[config.mk]
export PLATFORM = sky130hd
export DESIGN_NAME = pwm_dual_slope
export DESIGN_NICKNAME = d
export VERILOG_FILES = /design/src/rtl/pwm_ds_pkg.sv /design/src/rtl/pwm_cmp_buffer.sv /design/src/rtl/pwm_updown_counter.sv /design/src/rtl/pwm_wave_out.sv /design/src/rtl/pwm_sticky_flag.sv /design/src/rtl/pwm_dual_slope.sv
export SDC_FILE = /design/constraint.sdc
export NUM_CORES = 1
export LEC_CHECK = 0
export ABC_AREA = 1
export BUFFER_PORTS_ARGS = -buffer_cell sky130_fd_sc_hd__buf_2
export CORE_ASPECT_RATIO = 0.9
export CORE_MARGIN = 2
export CORE_UTILIZATION = 60
export DETAILED_ROUTE_END_ITERATION = 8
export PLACE_DENSITY_LB_ADDON = 0.08
export SETUP_SLACK_MARGIN = 0.5
export SYNTH_ARGS = -nofsm -noshare
export SYNTH_HDL_FRONTEND = slang
export SYNTH_SLANG_ARGS = --single-unit
export TNS_END_PERCENT = 50
[constraint.sdc]
create_clock -name clk -period 5.3 [get_ports clk]
set_input_delay 1.06 -clock clk [delete_from_list [all_inputs] [get_ports clk]]
set_output_delay 1.06 -clock clk [all_outputs]
set_load 0.1 [all_outputs]
[src/rtl/pwm_ds_pkg.sv]
package pwm_ds_pkg;

  typedef enum logic [1:0] {
    PM_OFF0  = 2'd0,
    PM_OFF1  = 2'd1,
    PM_PLAIN = 2'd2,
    PM_INV   = 2'd3
  } pwm_mode_e;

  localparam int unsigned N_SLOTS = 2;
  localparam int unsigned SLOT_A  = 0;
  localparam int unsigned SLOT_B  = 1;

endpackage

[src/rtl/pwm_cmp_buffer.sv]
module pwm_cmp_buffer #(
  parameter int unsigned W = 8
) (
  input  logic         clk,
  input  logic         rst_n,
  input  logic         wr_a_i,
  input  logic         wr_b_i,
  input  logic [W-1:0] wr_data_i,
  input  logic         upd_i,
  output logic [W-1:0] act_a_o,
  output logic [W-1:0] act_b_o
);
  import pwm_ds_pkg::*;

  logic [N_SLOTS-1:0] wr_vec;
  logic [W-1:0]       hold_q [N_SLOTS];
  logic [W-1:0]       act_q  [N_SLOTS];

  assign wr_vec = {wr_b_i, wr_a_i};

  for (genvar g = 0; g < N_SLOTS; g++) begin : g_slot
    always_ff @(posedge clk) begin
      if (!rst_n) begin
        hold_q[g] <= '0;
        act_q[g]  <= '0;
      end else begin
        if (wr_vec[g]) hold_q[g] <= wr_data_i;
        if (upd_i)     act_q[g]  <= hold_q[g];
      end
    end

    // working slot only moves on an update edge
    a_r7_hold_between_updates: assert property (@(posedge clk) disable iff (!rst_n)
      !upd_i |=> $stable(act_q[g]));
  end

  assign act_a_o = act_q[SLOT_A];
  assign act_b_o = act_q[SLOT_B];

  // a copy takes the holding value from before the edge
  a_r7_copy_old_hold: assert property (@(posedge clk) disable iff (!rst_n)
    upd_i |=> act_b_o == $past(hold_q[SLOT_B]));

endmodule

[src/rtl/pwm_updown_counter.sv]
module pwm_updown_counter #(
  parameter int unsigned W = 8
) (
  input  logic         clk,
  input  logic         rst_n,
  input  logic         tick_i,
  input  logic [W-1:0] top_i,
  output logic [W-1:0] cnt_o,
  output logic         up_o,
  output logic         turn_top_o,
  output logic         bottom_hit_o
);
  localparam logic [W-1:0] ONE = W'(1);

  logic [W-1:0] cnt_q, cnt_d;
  logic         up_q, up_d;

  always_comb begin
    cnt_d      = cnt_q;
    up_d       = up_q;
    turn_top_o = 1'b0;
    if (tick_i) begin
      if (up_q) begin
        if (cnt_q >= top_i) begin
          turn_top_o = 1'b1;
          up_d       = 1'b0;
          cnt_d      = (cnt_q == '0) ? '0 : cnt_q - ONE;
        end else begin
          cnt_d = cnt_q + ONE;
        end
      end else begin
        if (cnt_q == '0) begin
          up_d  = 1'b1;
          cnt_d = (top_i == '0) ? '0 : ONE;
        end else begin
          cnt_d = cnt_q - ONE;
        end
      end
    end
  end

  assign bottom_hit_o = tick_i && (cnt_d == '0) && (cnt_q != '0);

  always_ff @(posedge clk) begin
    if (!rst_n) begin
      cnt_q <= '0;
      up_q  <= 1'b1;
    end else begin
      cnt_q <= cnt_d;
      up_q  <= up_d;
    end
  end

  assign cnt_o = cnt_q;
  assign up_o  = up_q;

  // nothing moves without a tick
  a_r1_hold_no_tick: assert property (@(posedge clk) disable iff (!rst_n)
    !tick_i |=> $stable(cnt_q) && $stable(up_q));

  // every advance is a unit step or a stay at zero
  a_r1_unit_step: assert property (@(posedge clk) disable iff (!rst_n)
    tick_i |=> (cnt_q == $past(cnt_q) + ONE) || (cnt_q == $past(cnt_q) - ONE) ||
               (cnt_q == '0 && $past(cnt_q) == '0));

  // a zero ceiling pins the count at zero
  a_r2_zero_top: assert property (@(posedge clk) disable iff (!rst_n)
    (tick_i && top_i == '0 && cnt_q == '0) |=> cnt_q == '0);

endmodule

[src/rtl/pwm_wave_out.sv]
module pwm_wave_out #(
  parameter int unsigned W = 8
) (
  input  logic         clk,
  input  logic         rst_n,
  input  logic         tick_i,
  input  logic [W-1:0] cnt_i,
  input  logic         up_i,
  input  logic [W-1:0] cmp_i,
  input  logic [1:0]   mode_i,
  output logic         match_o,
  output logic         wave_o
);
  import pwm_ds_pkg::*;

  pwm_mode_e mode;
  logic      lvl_q;

  assign mode    = pwm_mode_e'(mode_i);
  assign match_o = tick_i && (cnt_i == cmp_i);

  always_ff @(posedge clk) begin
    if (!rst_n)       lvl_q <= 1'b0;
    else if (match_o) lvl_q <= !up_i;
  end

  always_comb begin
    unique case (mode)
      PM_PLAIN: wave_o = lvl_q;
      PM_INV:   wave_o = !lvl_q;
      default:  wave_o = 1'b0;
    endcase
  end

  // rising-phase match clears the level
  a_r3_clear_rising: assert property (@(posedge clk) disable iff (!rst_n)
    (match_o && up_i) |=> !lvl_q);

  // falling-phase match sets the level
  a_r3_set_falling: assert property (@(posedge clk) disable iff (!rst_n)
    (match_o && !up_i) |=> lvl_q);

  // disconnected modes keep the pin low
  a_r5_pin_low: assert property (@(posedge clk) disable iff (!rst_n)
    (mode_i[1] == 1'b0) |-> !wave_o);

endmodule

[src/rtl/pwm_sticky_flag.sv]
module pwm_sticky_flag (
  input  logic clk,
  input  logic rst_n,
  input  logic set_i,
  input  logic clr_i,
  output logic flag_o
);
  always_ff @(posedge clk) begin
    if (!rst_n)     flag_o <= 1'b0;
    else if (set_i) flag_o <= 1'b1;
    else if (clr_i) flag_o <= 1'b0;
  end

  // a set wins over a simultaneous clear
  a_r6_set_priority: assert property (@(posedge clk) disable iff (!rst_n)
    set_i |=> flag_o);

  // flag is sticky until cleared
  a_r8_sticky: assert property (@(posedge clk) disable iff (!rst_n)
    (flag_o && !clr_i) |=> flag_o);

endmodule

[src/rtl/pwm_dual_slope.sv]
module pwm_dual_slope #(
  parameter int unsigned W = 8
) (
  input  logic         clk,
  input  logic         rst_n,
  input  logic         tick_i,
  input  logic         top_sel_i,
  input  logic [1:0]   out_mode_i,
  input  logic         wr_a_i,
  input  logic         wr_b_i,
  input  logic [W-1:0] wr_data_i,
  input  logic         ovf_clr_i,
  input  logic         cmp_clr_i,
  output logic         wave_o,
  output logic [W-1:0] count_o,
  output logic         ovf_flag_o,
  output logic         cmp_flag_o
);
  localparam logic [W-1:0] FULL_TOP = {W{1'b1}};
  localparam int unsigned  N_FLAGS  = 2;

  logic [W-1:0] act_a, act_b, top;
  logic [W-1:0] cnt;
  logic         up, turn_top, bottom_hit, match;
  logic [N_FLAGS-1:0] flag_set, flag_clr, flag_q;

  assign top = top_sel_i ? act_a : FULL_TOP;

  pwm_cmp_buffer #(.W(W)) u_buf (
    .clk(clk), .rst_n(rst_n),
    .wr_a_i(wr_a_i), .wr_b_i(wr_b_i), .wr_data_i(wr_data_i),
    .upd_i(turn_top), .act_a_o(act_a), .act_b_o(act_b)
  );

  pwm_updown_counter #(.W(W)) u_cnt (
    .clk(clk), .rst_n(rst_n), .tick_i(tick_i), .top_i(top),
    .cnt_o(cnt), .up_o(up), .turn_top_o(turn_top), .bottom_hit_o(bottom_hit)
  );

  pwm_wave_out #(.W(W)) u_wave (
    .clk(clk), .rst_n(rst_n), .tick_i(tick_i), .cnt_i(cnt), .up_i(up),
    .cmp_i(act_b), .mode_i(out_mode_i), .match_o(match), .wave_o(wave_o)
  );

  assign flag_set = {match, bottom_hit};
  assign flag_clr = {cmp_clr_i, ovf_clr_i};

  for (genvar f = 0; f < N_FLAGS; f++) begin : g_flag
    pwm_sticky_flag u_flag (
      .clk(clk), .rst_n(rst_n), .set_i(flag_set[f]), .clr_i(flag_clr[f]),
      .flag_o(flag_q[f])
    );
  end

  assign count_o    = cnt;
  assign ovf_flag_o = flag_q[0];
  assign cmp_flag_o = flag_q[1];

  // a fresh zero-reached flag coincides with a count of zero
  a_r6_rise_at_zero: assert property (@(posedge clk) disable iff (!rst_n)
    $rose(ovf_flag_o) |-> count_o == '0);

  // the count never leaves its range around a full-range ceiling
  a_r1_turn_goes_down: assert property (@(posedge clk) disable iff (!rst_n)
    (turn_top && count_o != '0) |=> count_o == $past(count_o) - W'(1));

endmodule

==> reports/metrics.cfg <==
[status]
status = finished, final reports clean

[detailed_routing]
viasPerCell = 5.03
vias = 2044
post-route-drc-count = 0
first_pass_iters = 4
routed_wl_um = 4950
post_drt_wl_per_cell_um = 12.2
drt_iter0_drc = 163
ant_nets = 0

[timing]
drv_slew = 0
setup_ws_ps = 2490
finalSetupViolCount = 0
rsz0062_at_grt = false
finalWorstPathRequiredPeriod_ps = 2810
worstMarginPinSlew_ps = 597
fin_tns_setup_ps = 0
max_freq_mhz = 356
hold_viol = 0
fin_crit_sh_pct = 53.0
finClkSkew_ps = 4.32
relSlewSlack_pct = 60.1

[worst_setup_path]
cp.required_ps = 4240
reg2reg_from = u_cnt.cnt_o[2]
worstSetupPathType = primary input to primary output
path_max_fanout = 2
cp-startpoint = out_mode_i[0]
end_kind = primary output
critical_path_arrival_ps = 1750
start_kind = primary input

[layout]
final_common_cell = nand2_1
layout.cells.non_filler = 406
nFillCells = 350
antenna_cells = 0
drive_above_1_share_pct = 15.6
register_area_um2 = 1200
multi_input_area_um2 = 1130
nets = 386
mostFrequentLayoutCells = nand2_1 (72), nor2_1 (68), inv_1 (49)
syn_to_final_growth_pct = 10.8

[logic_synthesis]
synthSimpleGateAreaFrac_pct = 29.3
synth-seq-area-share_pct = 46.7
synthXorXnorAreaFrac_pct = 2.04
synth_top_family_by_area = simple AND/OR/NAND/NOR gates
synthesis.area_um2 = 2570
synth_mux_area_share_pct = 0
synth_nets = 357
synth_warnings = 0
synthAdderAreaFrac_pct = 5.35
synth_compound_area_share_pct = 7.30
synth-seq-cells = 44
syn_inst = 328
ys_types = 33
avgSynthCellArea_um2 = 7.84

[placement]
placedCellCount = 398
dpl_worst_slack_ps = 2200
io_buffers = 28
gp_congestion = 0.925
place.detailed.hpwl_um = 3860

[floorplan]
dieWidth_um = 73.0
fp-row-count = 22
start_util_pct = 62.7
pin_count = 29
die_height_um = 66.1
core_area_um2 = 4100
die_area_um2 = 4830

[worst_hold_path]
hp-start = g_flag[1].u_flag.flag_o
min_path_type = register to register

[clock_network]
clockBufferDepth = 2
root_buffer = clkbuf_8
post_cts_resized = 0
h-tree-depth = 2
postCtsSetupRepairBufs = 0
insertion_delay_ps = 290
clock_sinks = 44
hold_buffers = 0
numCtsBuffers = 5
clk_pin_slew_ps = 80
cts_tree = built

[global_route]
grt.overflow.total = 0
grt_pass1_wl_um = 8560
grt_max_degree = 17
antenna_found_initial = 0
grt_pass1_vias = 1927
grt_usage_pct = 23.4

[power]
power.density_nw_per_um2 = 316
leakage_uw = 0.00140
ir_worst_vdd_uv = 208

[job]
cap_violations = 0

## power by group
group	internal [uW]	switching, uW	total (uW)
combinational	66.2	168	234
clock	139	109	248
sequential	394	25.1	419
total	600	302	902
## routing by layer
| metal | track usage (%) | wire [um] | vias up | part of all wire (%) |
|---|---|---|---|---|
| li1 | - | - | 1102 | - |
| met1 | 30.0 | 2230 | 860 | 45 |
| met2 | 38.1 | 2330 | 71 | 47 |
| met3 | 5.34 | 289 | 11 | 5.8 |
| met4 | 9.95 | 101 | 0 | 2.0 |
| met5 | 0 | 0 | - | 0 |
## logic make-up (layout without fill, tap and decap cells)
family          after synthesis  after routing
compound gates               30             30
xor+xnor                      6              6
fa+ha+maj                    11             11
buf+inv                      61             91
flops                        44             44
simple gates                176            176
## critical path, stage by stage
cell	delay (ps)
buf_2	80
o21ai_0	60
a21oi_1	110
buf_2	430
## final timing paths
check | to | slack, ps | depth (start not counted)
hold / removal | g_flag[1].u_flag.flag_o | 460 | 2
hold reg to reg | g_flag[1].u_flag.flag_o | 460 | 2
setup / recovery | wave_o | 2490 | 4
setup reg to reg | g_flag[0].u_flag.flag_o | 2990 | 14
## stage by stage
| stage | hold WS (ps) | cell area [um^2] | total power, uW | util, % |
|---|---|---|---|---|
| after global placement | 450 | 2740 | 656 | 66.8 |
| after CTS | 465 | 2850 | 906 | 69.5 |
| after floorplan | 449 | 2570 | 610 | - |
| final | 465 | 2850 | 902 | 69.5 |
| after global routing | 493 | 2850 | 951 | 69.5 |
| after detailed placement | 453 | 2740 | 659 | 66.8 |
## registers in the layout, summed over array words and instances (netlist names)
signal                count
u_cnt.up_o                1
u_buf.act_q              16
g_flag.u_flag.flag_o      2
u_cnt.cnt_o               8
u_wave.lvl_q              1
u_buf.hold_q             16
## layout make-up
class	instances	share of cell area (%)
clock buffer	5	2.41
clock inverter	3	1.49
inverter	55	7.28
multi-input combinational	223	39.7
sequential	44	42.1
tap	48	2.11
timing repair buffer	28	4.91
## Yosys cell counts (all sizes together)
cell | n | share of area (%)
o21ai | 8 | 1.6
nor3 | 2 | 0.39
nand3 | 19 | 3.9
edfxtp | 32 | 37
dfxtp | 12 | 9.3
inv | 53 | 7.7
ha | 11 | 5.4
a21o | 1 | 0.29
o22ai | 1 | 0.24
xor2 | 4 | 1.4
a211oi | 2 | 0.58
o21a | 1 | 0.29
or2 | 3 | 0.73
buf | 3 | 0.83
xnor2 | 2 | 0.68
o2111ai | 2 | 0.68
nand2 | 74 | 11
nor2 | 73 | 12
nand4 | 5 | 1.2
a21oi | 15 | 3.6
clkbuf | 3 | 0.44
clkinv | 2 | 0.34
Note: power is estimated with default switching activity, not from simulation.
